`src/rtl/flash_ctl_pkg.sv`:
```
package flash_ctl_pkg;

    typedef enum logic [1:0] {
        OP_NONE  = 2'd0,
        OP_WRITE = 2'd1,
        OP_PAGE  = 2'd2,
        OP_MASS  = 2'd3
    } fl_op_e;

    localparam logic [1:0] SEL_CTRL  = 2'd0;
    localparam logic [1:0] SEL_PAGE  = 2'd1;
    localparam logic [1:0] SEL_CMD   = 2'd2;
    localparam logic [1:0] SEL_FLAGS = 2'd3;

    localparam int CTRL_PWE    = 0;
    localparam int CTRL_MASS   = 1;
    localparam int CTRL_PAGEOK = 2;
    localparam int CTRL_SEC    = 6;
    localparam int CTRL_BUSY   = 7;

    localparam int FLAG_CEBUSY  = 0;
    localparam int FLAG_CESTART = 1;

endpackage

```
`src/rtl/flash_regs.sv`:
```
module flash_regs
    import flash_ctl_pkg::*;
#(
    parameter int PAGE_W = 7
) (
    input  logic              clk,
    input  logic              rst_n,
    input  logic              sfr_we,
    input  logic [1:0]        sfr_sel,
    input  logic [7:0]        sfr_wdata,
    input  logic              busy,
    input  logic              wr_go,
    input  logic              ce_busy,
    input  logic              ce_start,
    output logic              pwe,
    output logic              secure,
    output logic [PAGE_W-1:0] page,
    output logic              col_busy,
    output logic              col_start
);

    typedef struct packed {
        logic              pwe;
        logic              secure;
        logic [PAGE_W-1:0] page;
        logic              col_busy;
        logic              col_start;
    } regs_t;

    regs_t regs_d, regs_q;

    always_comb begin
        regs_d = regs_q;
        if (sfr_we && sfr_sel == SEL_CTRL) begin
            regs_d.pwe = sfr_wdata[CTRL_PWE];
            if (sfr_wdata[CTRL_SEC]) begin
                regs_d.secure = 1'b1;
            end
        end
        if (sfr_we && sfr_sel == SEL_PAGE && !busy) begin
            regs_d.page = sfr_wdata[PAGE_W-1:0];
        end
        if (sfr_we && sfr_sel == SEL_FLAGS) begin
            regs_d.col_busy  = regs_q.col_busy  & sfr_wdata[FLAG_CEBUSY];
            regs_d.col_start = regs_q.col_start & sfr_wdata[FLAG_CESTART];
        end
        if (wr_go && ce_busy) begin
            regs_d.col_busy = 1'b1;
        end
        if (wr_go && ce_start) begin
            regs_d.col_start = 1'b1;
        end
    end

    always_ff @(posedge clk or negedge rst_n) begin
        if (!rst_n) begin
            regs_q <= '0;
        end else begin
            regs_q <= regs_d;
        end
    end

    assign pwe       = regs_q.pwe;
    assign secure    = regs_q.secure;
    assign page      = regs_q.page;
    assign col_busy  = regs_q.col_busy;
    assign col_start = regs_q.col_start;

endmodule

```
`src/rtl/flash_seq.sv`:
```
module flash_seq
    import flash_ctl_pkg::*;
#(
    parameter int          ADDR_W   = 16,
    parameter int          PAGE_W   = 7,
    parameter logic [7:0]  CMD_PAGE = 8'hA5,
    parameter logic [7:0]  CMD_MASS = 8'h5A
) (
    input  logic              clk,
    input  logic              rst_n,
    input  logic              cmd_wr,
    input  logic [7:0]        cmd_val,
    input  logic              page_wr,
    input  logic              mass_set,
    input  logic              wr_go,
    input  logic [ADDR_W-1:0] wr_addr,
    input  logic [7:0]        wr_data,
    input  logic [PAGE_W-1:0] page,
    input  logic              fl_done,
    output logic              fl_req,
    output logic [1:0]        fl_op,
    output logic [ADDR_W-1:0] fl_addr,
    output logic [7:0]        fl_wdata,
    output logic              busy,
    output logic              page_ok,
    output logic              mass_ok
);

    localparam int SHIFT = ADDR_W - PAGE_W;

    typedef struct packed {
        logic              busy;
        fl_op_e            op;
        logic [ADDR_W-1:0] addr;
        logic [7:0]        wdata;
        logic              page_ok;
        logic              mass_ok;
    } seq_t;

    seq_t seq_d, seq_q;

    always_comb begin
        seq_d = seq_q;
        if (!seq_q.busy) begin
            if (page_wr) begin
                seq_d.page_ok = 1'b1;
            end
            if (mass_set) begin
                seq_d.mass_ok = 1'b1;
            end
            if (cmd_wr && cmd_val == CMD_PAGE) begin
                if (seq_q.page_ok) begin
                    seq_d.busy  = 1'b1;
                    seq_d.op    = OP_PAGE;
                    seq_d.addr  = ADDR_W'(page) << SHIFT;
                    seq_d.wdata = '0;
                end else begin
                    seq_d.page_ok = 1'b0;
                    seq_d.mass_ok = 1'b0;
                end
            end else if (cmd_wr && cmd_val == CMD_MASS) begin
                if (seq_q.mass_ok) begin
                    seq_d.busy  = 1'b1;
                    seq_d.op    = OP_MASS;
                    seq_d.addr  = '0;
                    seq_d.wdata = '0;
                end else begin
                    seq_d.page_ok = 1'b0;
                    seq_d.mass_ok = 1'b0;
                end
            end else if (wr_go) begin
                seq_d.busy  = 1'b1;
                seq_d.op    = OP_WRITE;
                seq_d.addr  = wr_addr;
                seq_d.wdata = wr_data;
            end
        end else if (fl_done) begin
            seq_d.busy = 1'b0;
            seq_d.op   = OP_NONE;
            if (seq_q.op == OP_PAGE) begin
                seq_d.page_ok = 1'b0;
            end
            if (seq_q.op == OP_MASS) begin
                seq_d.mass_ok = 1'b0;
            end
        end
    end

    always_ff @(posedge clk or negedge rst_n) begin
        if (!rst_n) begin
            seq_q <= '{busy: 1'b0, op: OP_NONE, addr: '0, wdata: '0,
                       page_ok: 1'b0, mass_ok: 1'b0};
        end else begin
            seq_q <= seq_d;
        end
    end

    assign fl_req   = seq_q.busy;
    assign busy     = seq_q.busy;
    assign fl_op    = seq_q.op;
    assign fl_addr  = seq_q.addr;
    assign fl_wdata = seq_q.wdata;
    assign page_ok  = seq_q.page_ok;
    assign mass_ok  = seq_q.mass_ok;

endmodule

```
`src/rtl/flash_sfr_ctrl.sv`:
```
module flash_sfr_ctrl
    import flash_ctl_pkg::*;
#(
    parameter int         ADDR_W   = 16,
    parameter int         PAGE_W   = 7,
    parameter logic [7:0] CMD_PAGE = 8'hA5,
    parameter logic [7:0] CMD_MASS = 8'h5A
) (
    input  logic              clk,
    input  logic              rst_n,
    input  logic              sfr_we,
    input  logic [1:0]        sfr_sel,
    input  logic [7:0]        sfr_wdata,
    input  logic [1:0]        sfr_rsel,
    output logic [7:0]        sfr_rdata,
    input  logic              xw_en,
    input  logic [ADDR_W-1:0] xw_addr,
    input  logic [7:0]        xw_data,
    output logic              ram_we,
    output logic [ADDR_W-1:0] ram_addr,
    output logic [7:0]        ram_wdata,
    input  logic              ce_busy,
    input  logic              ce_start,
    output logic              fl_req,
    output logic [1:0]        fl_op,
    output logic [ADDR_W-1:0] fl_addr,
    output logic [7:0]        fl_wdata,
    input  logic              fl_done,
    input  logic [7:0]        fl_rdata,
    output logic [7:0]        dbg_rdata,
    output logic              busy
);

    logic              pwe;
    logic              secure;
    logic [PAGE_W-1:0] page;
    logic              col_busy;
    logic              col_start;
    logic              page_ok;
    logic              mass_ok;
    logic              cmd_wr;
    logic              page_wr;
    logic              mass_set;
    logic              wr_go;

    assign cmd_wr   = sfr_we && sfr_sel == SEL_CMD;
    assign page_wr  = sfr_we && sfr_sel == SEL_PAGE;
    assign mass_set = sfr_we && sfr_sel == SEL_CTRL && sfr_wdata[CTRL_MASS];
    assign wr_go    = xw_en && pwe && !busy && !cmd_wr;

    flash_regs #(
        .PAGE_W (PAGE_W)
    ) i_regs (
        .clk       (clk),
        .rst_n     (rst_n),
        .sfr_we    (sfr_we),
        .sfr_sel   (sfr_sel),
        .sfr_wdata (sfr_wdata),
        .busy      (busy),
        .wr_go     (wr_go),
        .ce_busy   (ce_busy),
        .ce_start  (ce_start),
        .pwe       (pwe),
        .secure    (secure),
        .page      (page),
        .col_busy  (col_busy),
        .col_start (col_start)
    );

    flash_seq #(
        .ADDR_W   (ADDR_W),
        .PAGE_W   (PAGE_W),
        .CMD_PAGE (CMD_PAGE),
        .CMD_MASS (CMD_MASS)
    ) i_seq (
        .clk      (clk),
        .rst_n    (rst_n),
        .cmd_wr   (cmd_wr),
        .cmd_val  (sfr_wdata),
        .page_wr  (page_wr),
        .mass_set (mass_set),
        .wr_go    (wr_go),
        .wr_addr  (xw_addr),
        .wr_data  (xw_data),
        .page     (page),
        .fl_done  (fl_done),
        .fl_req   (fl_req),
        .fl_op    (fl_op),
        .fl_addr  (fl_addr),
        .fl_wdata (fl_wdata),
        .busy     (busy),
        .page_ok  (page_ok),
        .mass_ok  (mass_ok)
    );

    assign ram_we    = xw_en && !pwe;
    assign ram_addr  = xw_addr;
    assign ram_wdata = xw_data;
    assign dbg_rdata = secure ? 8'h00 : fl_rdata;

    always_comb begin
        sfr_rdata = 8'h00;
        case (sfr_rsel)
            SEL_CTRL: begin
                sfr_rdata[CTRL_PWE]    = pwe;
                sfr_rdata[CTRL_MASS]   = mass_ok;
                sfr_rdata[CTRL_PAGEOK] = page_ok;
                sfr_rdata[CTRL_SEC]    = secure;
                sfr_rdata[CTRL_BUSY]   = busy;
            end
            SEL_PAGE:  sfr_rdata[PAGE_W-1:0] = page;
            SEL_FLAGS: begin
                sfr_rdata[FLAG_CEBUSY]  = col_busy;
                sfr_rdata[FLAG_CESTART] = col_start;
            end
            default:   sfr_rdata = 8'h00;
        endcase
    end

endmodule

```
`config.mk`:
```
export PLATFORM = sky130hd
export DESIGN_NAME = flash_sfr_ctrl
export DESIGN_NICKNAME = d
export VERILOG_FILES = /design/src/rtl/flash_ctl_pkg.sv /design/src/rtl/flash_regs.sv /design/src/rtl/flash_seq.sv /design/src/rtl/flash_sfr_ctrl.sv
export SDC_FILE = /design/constraint.sdc
export NUM_CORES = 1
export LEC_CHECK = 0
export CAP_MARGIN = 10
export CELL_PAD_IN_SITES_DETAIL_PLACEMENT = 1
export CELL_PAD_IN_SITES_GLOBAL_PLACEMENT = 2
export CORE_MARGIN = 3
export CORE_UTILIZATION = 25
export CTS_BUF_LIST = sky130_fd_sc_hd__clkbuf_2 sky130_fd_sc_hd__clkbuf_4 sky130_fd_sc_hd__clkbuf_8
export DETAILED_ROUTE_END_ITERATION = 12
export GPL_ROUTABILITY_DRIVEN = 0
export PLACE_DENSITY = 0.95
export SLEW_MARGIN = 25
export SYNTH_ARGS = -nofsm -noshare
export SYNTH_HDL_FRONTEND = slang
export SYNTH_HIERARCHICAL = 1
export SYNTH_SLANG_ARGS = --single-unit
```
`constraint.sdc`:
```
create_clock -name clk -period 6.3 [get_ports clk]
set_clock_uncertainty 0.05 [all_clocks]
set_input_delay 1.26 -clock clk [delete_from_list [all_inputs] [get_ports clk]]
set_output_delay 1.26 -clock clk [all_outputs]
set_load 0.02 [all_outputs]
```
; ---- Word-level counts from Yosys, hierarchy flattened
; Cells that the tools add are included.
[totals]
ff_bits = 40
in_bits = 51
out_inout_bits = 69
[classes]
eq_ne = 16
muxes = 25
bitwise = 3
n_reduce_logical = 28
[ops]
columns = cell, n
row1 = 27-bit two-way mux, 4
row2 = 29-bit two-way mux, 1
row3 = 1-bit logical AND, 14
row4 = 2-bit two-way mux, 6
row5 = 2-bit equality test (second input constant), 5
row6 = 3-bit two-way mux, 3
row7 = 8-bit by 7-bit equality test with 1-bit output (second input constant), 1
row8 = 8-bit equality test (second input constant), 1
row9 = 8-bit two-way mux, 1
row10 = 4-bit AND reduction, 2
row11 = 1-bit two-way mux, 7
row12 = 2-bit inequality test (second input constant), 3
row13 = 3-bit by 1-bit inequality test with 1-bit output (second input constant), 2
row14 = 2-bit case mux with 3 select lines, 1
row15 = 2-bit AND reduction, 3
row16 = 2-bit by 1-bit equality test with 1-bit output (second input constant), 2
row17 = 2-bit logical NOT, 2
row18 = 4-bit by 1-bit inequality test with 1-bit output (second input constant), 1
row19 = 1-bit case mux with 2 select lines, 2
row20 = 2-bit nonzero test, 2
row21 = 4-bit nonzero test, 1
row22 = 1-bit logical NOT, 3
row23 = 3-bit nonzero test, 1
row24 = 1-bit AND, 2
row25 = 2 further kinds, 2

; ---- Logic depth before layout (Yosys ltp)
[logic_depth]
word_depth = 8
ltp_mapped = 9
mapped_depth_nobuf = 6

; ---- Modules after synthesis
; Netlist, hierarchy kept.
[by_module_without_submodules]
columns = mod, instances, cells_per_inst, area_each_um2
row1 = flash_seq, 1, 159, 1455.1
row2 = flash_regs, 1, 27, 465.4
row3 = flash_sfr_ctrl, 1, 54, 396.6

; ---- Worst setup path before layout
; No wires, ideal clock.
[synth_timing]
path_kind = input -> output
from = in sfr_rsel[0]
to = out sfr_rdata[7]
arrival_ps = 1905
slack_ps = 3085
stages = 2
path_cell_list = buf_6 -> nor3b_1
[synth_via]
elab_chain_cells = 2
[synth_rtl]
columns = element, line
row1 = start: declaration, flash_sfr_ctrl.sv:14  ; input logic [1:0] sfr_rsel,
row2 = 2-bit logical NOT, flash_sfr_ctrl.sv:103  ; case (sfr_rsel)
row3 = 1-bit two-way mux, flash_sfr_ctrl.sv:103
row4 = end: declaration, flash_sfr_ctrl.sv:15  ; output logic [7:0] sfr_rdata,
; No other way between the ends.

; ---- Worst setup path in the final report
[layout_timing]
from = in sfr_sel[0]
to = reg i_seq.seq_q (netlist bit i_seq/fl_addr[10])
[layout_via]
elab_chain_cells = 6
[layout_rtl]
columns = element, line
row1 = start: declaration, flash_sfr_ctrl.sv:12  ; input logic [1:0] sfr_sel,
row2 = 2-bit equality test, flash_sfr_ctrl.sv:46  ; assign cmd_wr = sfr_we && sfr_sel == SEL_CMD;
row3 = 1-bit logical AND, flash_sfr_ctrl.sv:46
row4 = named net cmd_wr, flash_sfr_ctrl.sv:41  ; logic cmd_wr;
row5 = 1-bit logical NOT, flash_sfr_ctrl.sv:49  ; assign wr_go = xw_en && pwe && !busy && !cmd_wr;
row6 = 1-bit logical AND, flash_sfr_ctrl.sv:49
row7 = named net wr_go, flash_sfr_ctrl.sv:44  ; logic wr_go;
row8 = 3-bit nonzero test (no source line), n/a
row9 = 4-bit AND reduction (no source line), n/a
row10 = end signal: assignment, flash_seq.sv:91  ; seq_q <= '{busy: 1'b0, op: OP_NONE, addr: '0, wdata: '0,
row11 = end signal: assignment, flash_seq.sv:94  ; seq_q <= seq_d;
row12 = end: declaration, flash_seq.sv:40  ; seq_t seq_d, seq_q;
; The timed path passes the listed nets, and every way through them passes these cells.
; A chain may end at the register's enable or synchronous reset.

==> results.py <==
metrics = {
    "status": {
        "status": "complete, no violations",
    },
    "clock_network": {
        "numClockSinks": 40,
        "cts_max_level": 2,
        "cts_setup_buffers": 0,
        "cts_hold_buf": 0,
        "clk_path_buf_depth": 2,
        "cts_buffers": 5,
        "postCtsResizedCells": 0,
        "cts.clk_slew.worst_paths_ns": 0.07,
        "cts_root_buf": "clkbuf_8",
        "cts_tree": "built",
        "clock_latency_ns": 0.28,
    },
    "timing": {
        "fin_setup_tns_ns": 0,
        "relSlewSlack_pct": 40.9,
        "finalHoldViolCount": 0,
        "rsz0062_at_grt": "no",
        "slew_viol_final": 0,
        "fmax_mhz": 234,
        "fin_crit_ns": 4.28,
        "timing.final.crit_share_pct": 67.9,
        "finalSetupViolations": 0,
        "tightest_slew_ns": 0.887,
    },
    "critical_path": {
        "critPathLaunchType": "input port",
        "worst-path-buf-inv": 1,
        "regToRegSetupSlack_ns": 3.18,
        "critical_path_depth": 7,
        "arrival_ns": 4.40,
        "cp_slowest_cell": "o31a_1",
        "critical_path_required_ns": 6.42,
        "r2r_start": "i_seq/busy",
        "crit_start": "sfr_sel[0]",
        "r2r-end": "i_seq/fl_addr[10]",
        "critPathCaptureType": "flop",
        "critPathMaxStageDelay_ns": 0.66,
        "crit_fanout": 19,
        "path_cells": "clkdlybuf4s50_1, and3b_1, nor3_2, o31a_1, nand2_1, and2_1, mux2_4",
        "reg2regPathDepth": 5,
        "crit_type": "in -> reg",
        "path_delay_family": "simple AND/OR/NAND/NOR gates",
    },
    "synthesis": {
        "ys_async_sr_fraction_pct": 100,
        "synth_nets": 291,
        "yosysWarnings": 6,
        "yosysUniqueCellTypes": 39,
        "syn_area_um2": 2320,
        "synth.yosys.seq_area_share_pct": 43.2,
        "synth_edf_count": 0,
        "syn_area_per_cell_um2": 9.66,
        "synth_cells": 240,
        "synth-seq-cells": 40,
        "ys.flop_type": "dfrtp_1",
    },
    "final_layout": {
        "antenna_cells": 0,
        "final_common_cell": "clkdlybuf4s50_1",
        "nets": 380,
        "final_cell_mix": "118 x clkdlybuf4s50_1, 46 x nand3_1, 40 x dfrtp_1, 33 x nand2_1, 13 x mux2_4",
        "area_growth_pct": 49.4,
        "drive_gt1_share_pct": 7.60,
        "fin_util_pct": 39.1,
    },
    "global_routing": {
        "grt_start_max_net_pins": 41,
        "antenna_found_initial": 0,
        "grt_pass1_wl_um": 10800,
        "grt_pass1_vias": 2054,
        "grt_usage_pct": 13.3,
        "grt-ovfl-total": 0,
    },
    "routing": {
        "vias": 2062,
        "drc": 0,
        "drt-pass1-iter-count": 4,
        "drt_iter0_drc": 115,
        "ant_nets": 0,
        "avgViaCountPerCell": 4.72,
        "top_layer": "met4",
        "wl_per_cell_um": 16.5,
        "dr_wl_met2_um": 3730,
        "routed_wl_um": 7220,
        "wl_met1_um": 3080,
        "dr_wl_met3_um": 343,
    },
    "place": {
        "post-dp-hpwl_um": 5780,
        "port_buffers": 119,
    },
    "floorplanning": {
        "fp-row-count": 34,
        "die_h_um": 102,
        "design.core.area_um2": 8850,
        "floorplan.initialDensity_pct": 26.2,
        "die-area_um2": 10500,
        "die_x_um": 102,
        "pin_count": 120,
    },
    "hold_path": {
        "min_from": "i_seq/fl_addr[1]",
        "hold_depth": 2,
        "hold_class": "reg -> reg",
        "min_delay_worst_endpoint": "i_seq/fl_addr[1]",
    },
    "job": {
        "cap_violations": 0,
    },
    "power": {
        "p_leak_nw": 1.48,
        "ir_worst_vdd_mv": 0.100,
        "powerDensity_nw_per_um2": 360,
    },
}
[kinds of logic after synthesis]
| family | after synthesis | synth area share (%) |
|---|---|---|
| AO/OA/AOI/OAI | 19 | 5.56 |
| buffers and inverters | 40 | 11.7 |
| flip-flops | 40 | 43.2 |
| multiplexers | 19 | 11.1 |
| AND/OR/NAND/NOR | 122 | 28.5 |
[layout make-up]
class	count	area, um^2
inverter	3	11.3
clock inverter	1	5.00
fill	1022	5390
sequential	40	1000
timing repair buffer	119	1190
tap	108	135
multi-input combinational	160	1050
clock buffer	6	76.3
[tightest hold or removal path: cells and delay by family (launching register included)]
family           cells  cell delay [ns]
DFF                  1             0.34
and+or+nand+nor      2             0.13
[layer usage]
layer	vias to the layer above	global-route usage, %
li1	988	-
met1	1010	16.2
met2	58	23.8
met3	6	2.94
met4	0	3.33
met5	-	0
[Yosys cell counts (3+ instances only)]
| cell type | count | area share (%) |
|---|---|---|
| nand2_1 | 33 | 5.3 |
| buf_4 | 25 | 8.1 |
| nor2_1 | 5 | 0.81 |
| nor2b_1 | 9 | 2.4 |
| or3_1 | 3 | 0.81 |
| nor3b_1 | 3 | 0.97 |
| buf_6 | 3 | 1.5 |
| buf_2 | 3 | 0.65 |
| and2_1 | 5 | 1.3 |
| nand3_1 | 46 | 9.9 |
| clkbuf_1 | 6 | 0.97 |
| a21oi_1 | 5 | 1.1 |
| mux2_4 | 13 | 8.4 |
| dfrtp_1 | 40 | 43 |
| inv_1 | 3 | 0.49 |
| mux2i_1 | 4 | 1.7 |
| nand4b_1 | 4 | 1.5 |
[worst max path at each step]
stage,to,slack (ns)
after global placement,i_seq/fl_addr[9],1.81
after detailed placement,i_seq/fl_addr[10],1.73
final,i_seq/fl_addr[10],2.02
after CTS,i_seq/fl_addr[10],2.01
after floorplan,sfr_rdata[7],3.09
after global routing,i_seq/fl_addr[10],1.77
[where the power goes]
group | switching (mW) | total [mW] | internal (mW)
combinational | 0.296 | 0.619 | 0.322
clock | 0.0828 | 0.162 | 0.0796
sequential | 0.0928 | 0.465 | 0.372
total | 0.472 | 1.25 | 0.774
[stage by stage]
step                total power, mW  area, um^2  std cells  setup slack, ns  hold slack (ns)
finish                         1.25        3460        437             2.02            0.456
global route                   1.33        3460        437             1.77            0.483
CTS                            1.27        3460        437             2.01            0.460
detailed placement             1.10        3380        430             1.73            0.442
global placement               1.08        3380        430             1.81            0.428
floorplan                     0.799        2320        240             3.09            0.414
[flip-flops by register name (all words and copies together) (netlist names)]
register / cells
i_seq/fl_wdata: 8
i_regs/col_busy: 1
i_seq/fl_addr: 16
i_regs/col_start: 1
i_seq/page_ok: 1
i_seq/fl_op: 2
i_seq/busy: 1
i_regs/secure: 1
i_regs/page: 7
i_regs/pwe: 1
i_seq/mass_ok: 1
Note: power is estimated with default switching activity, not from simulation.
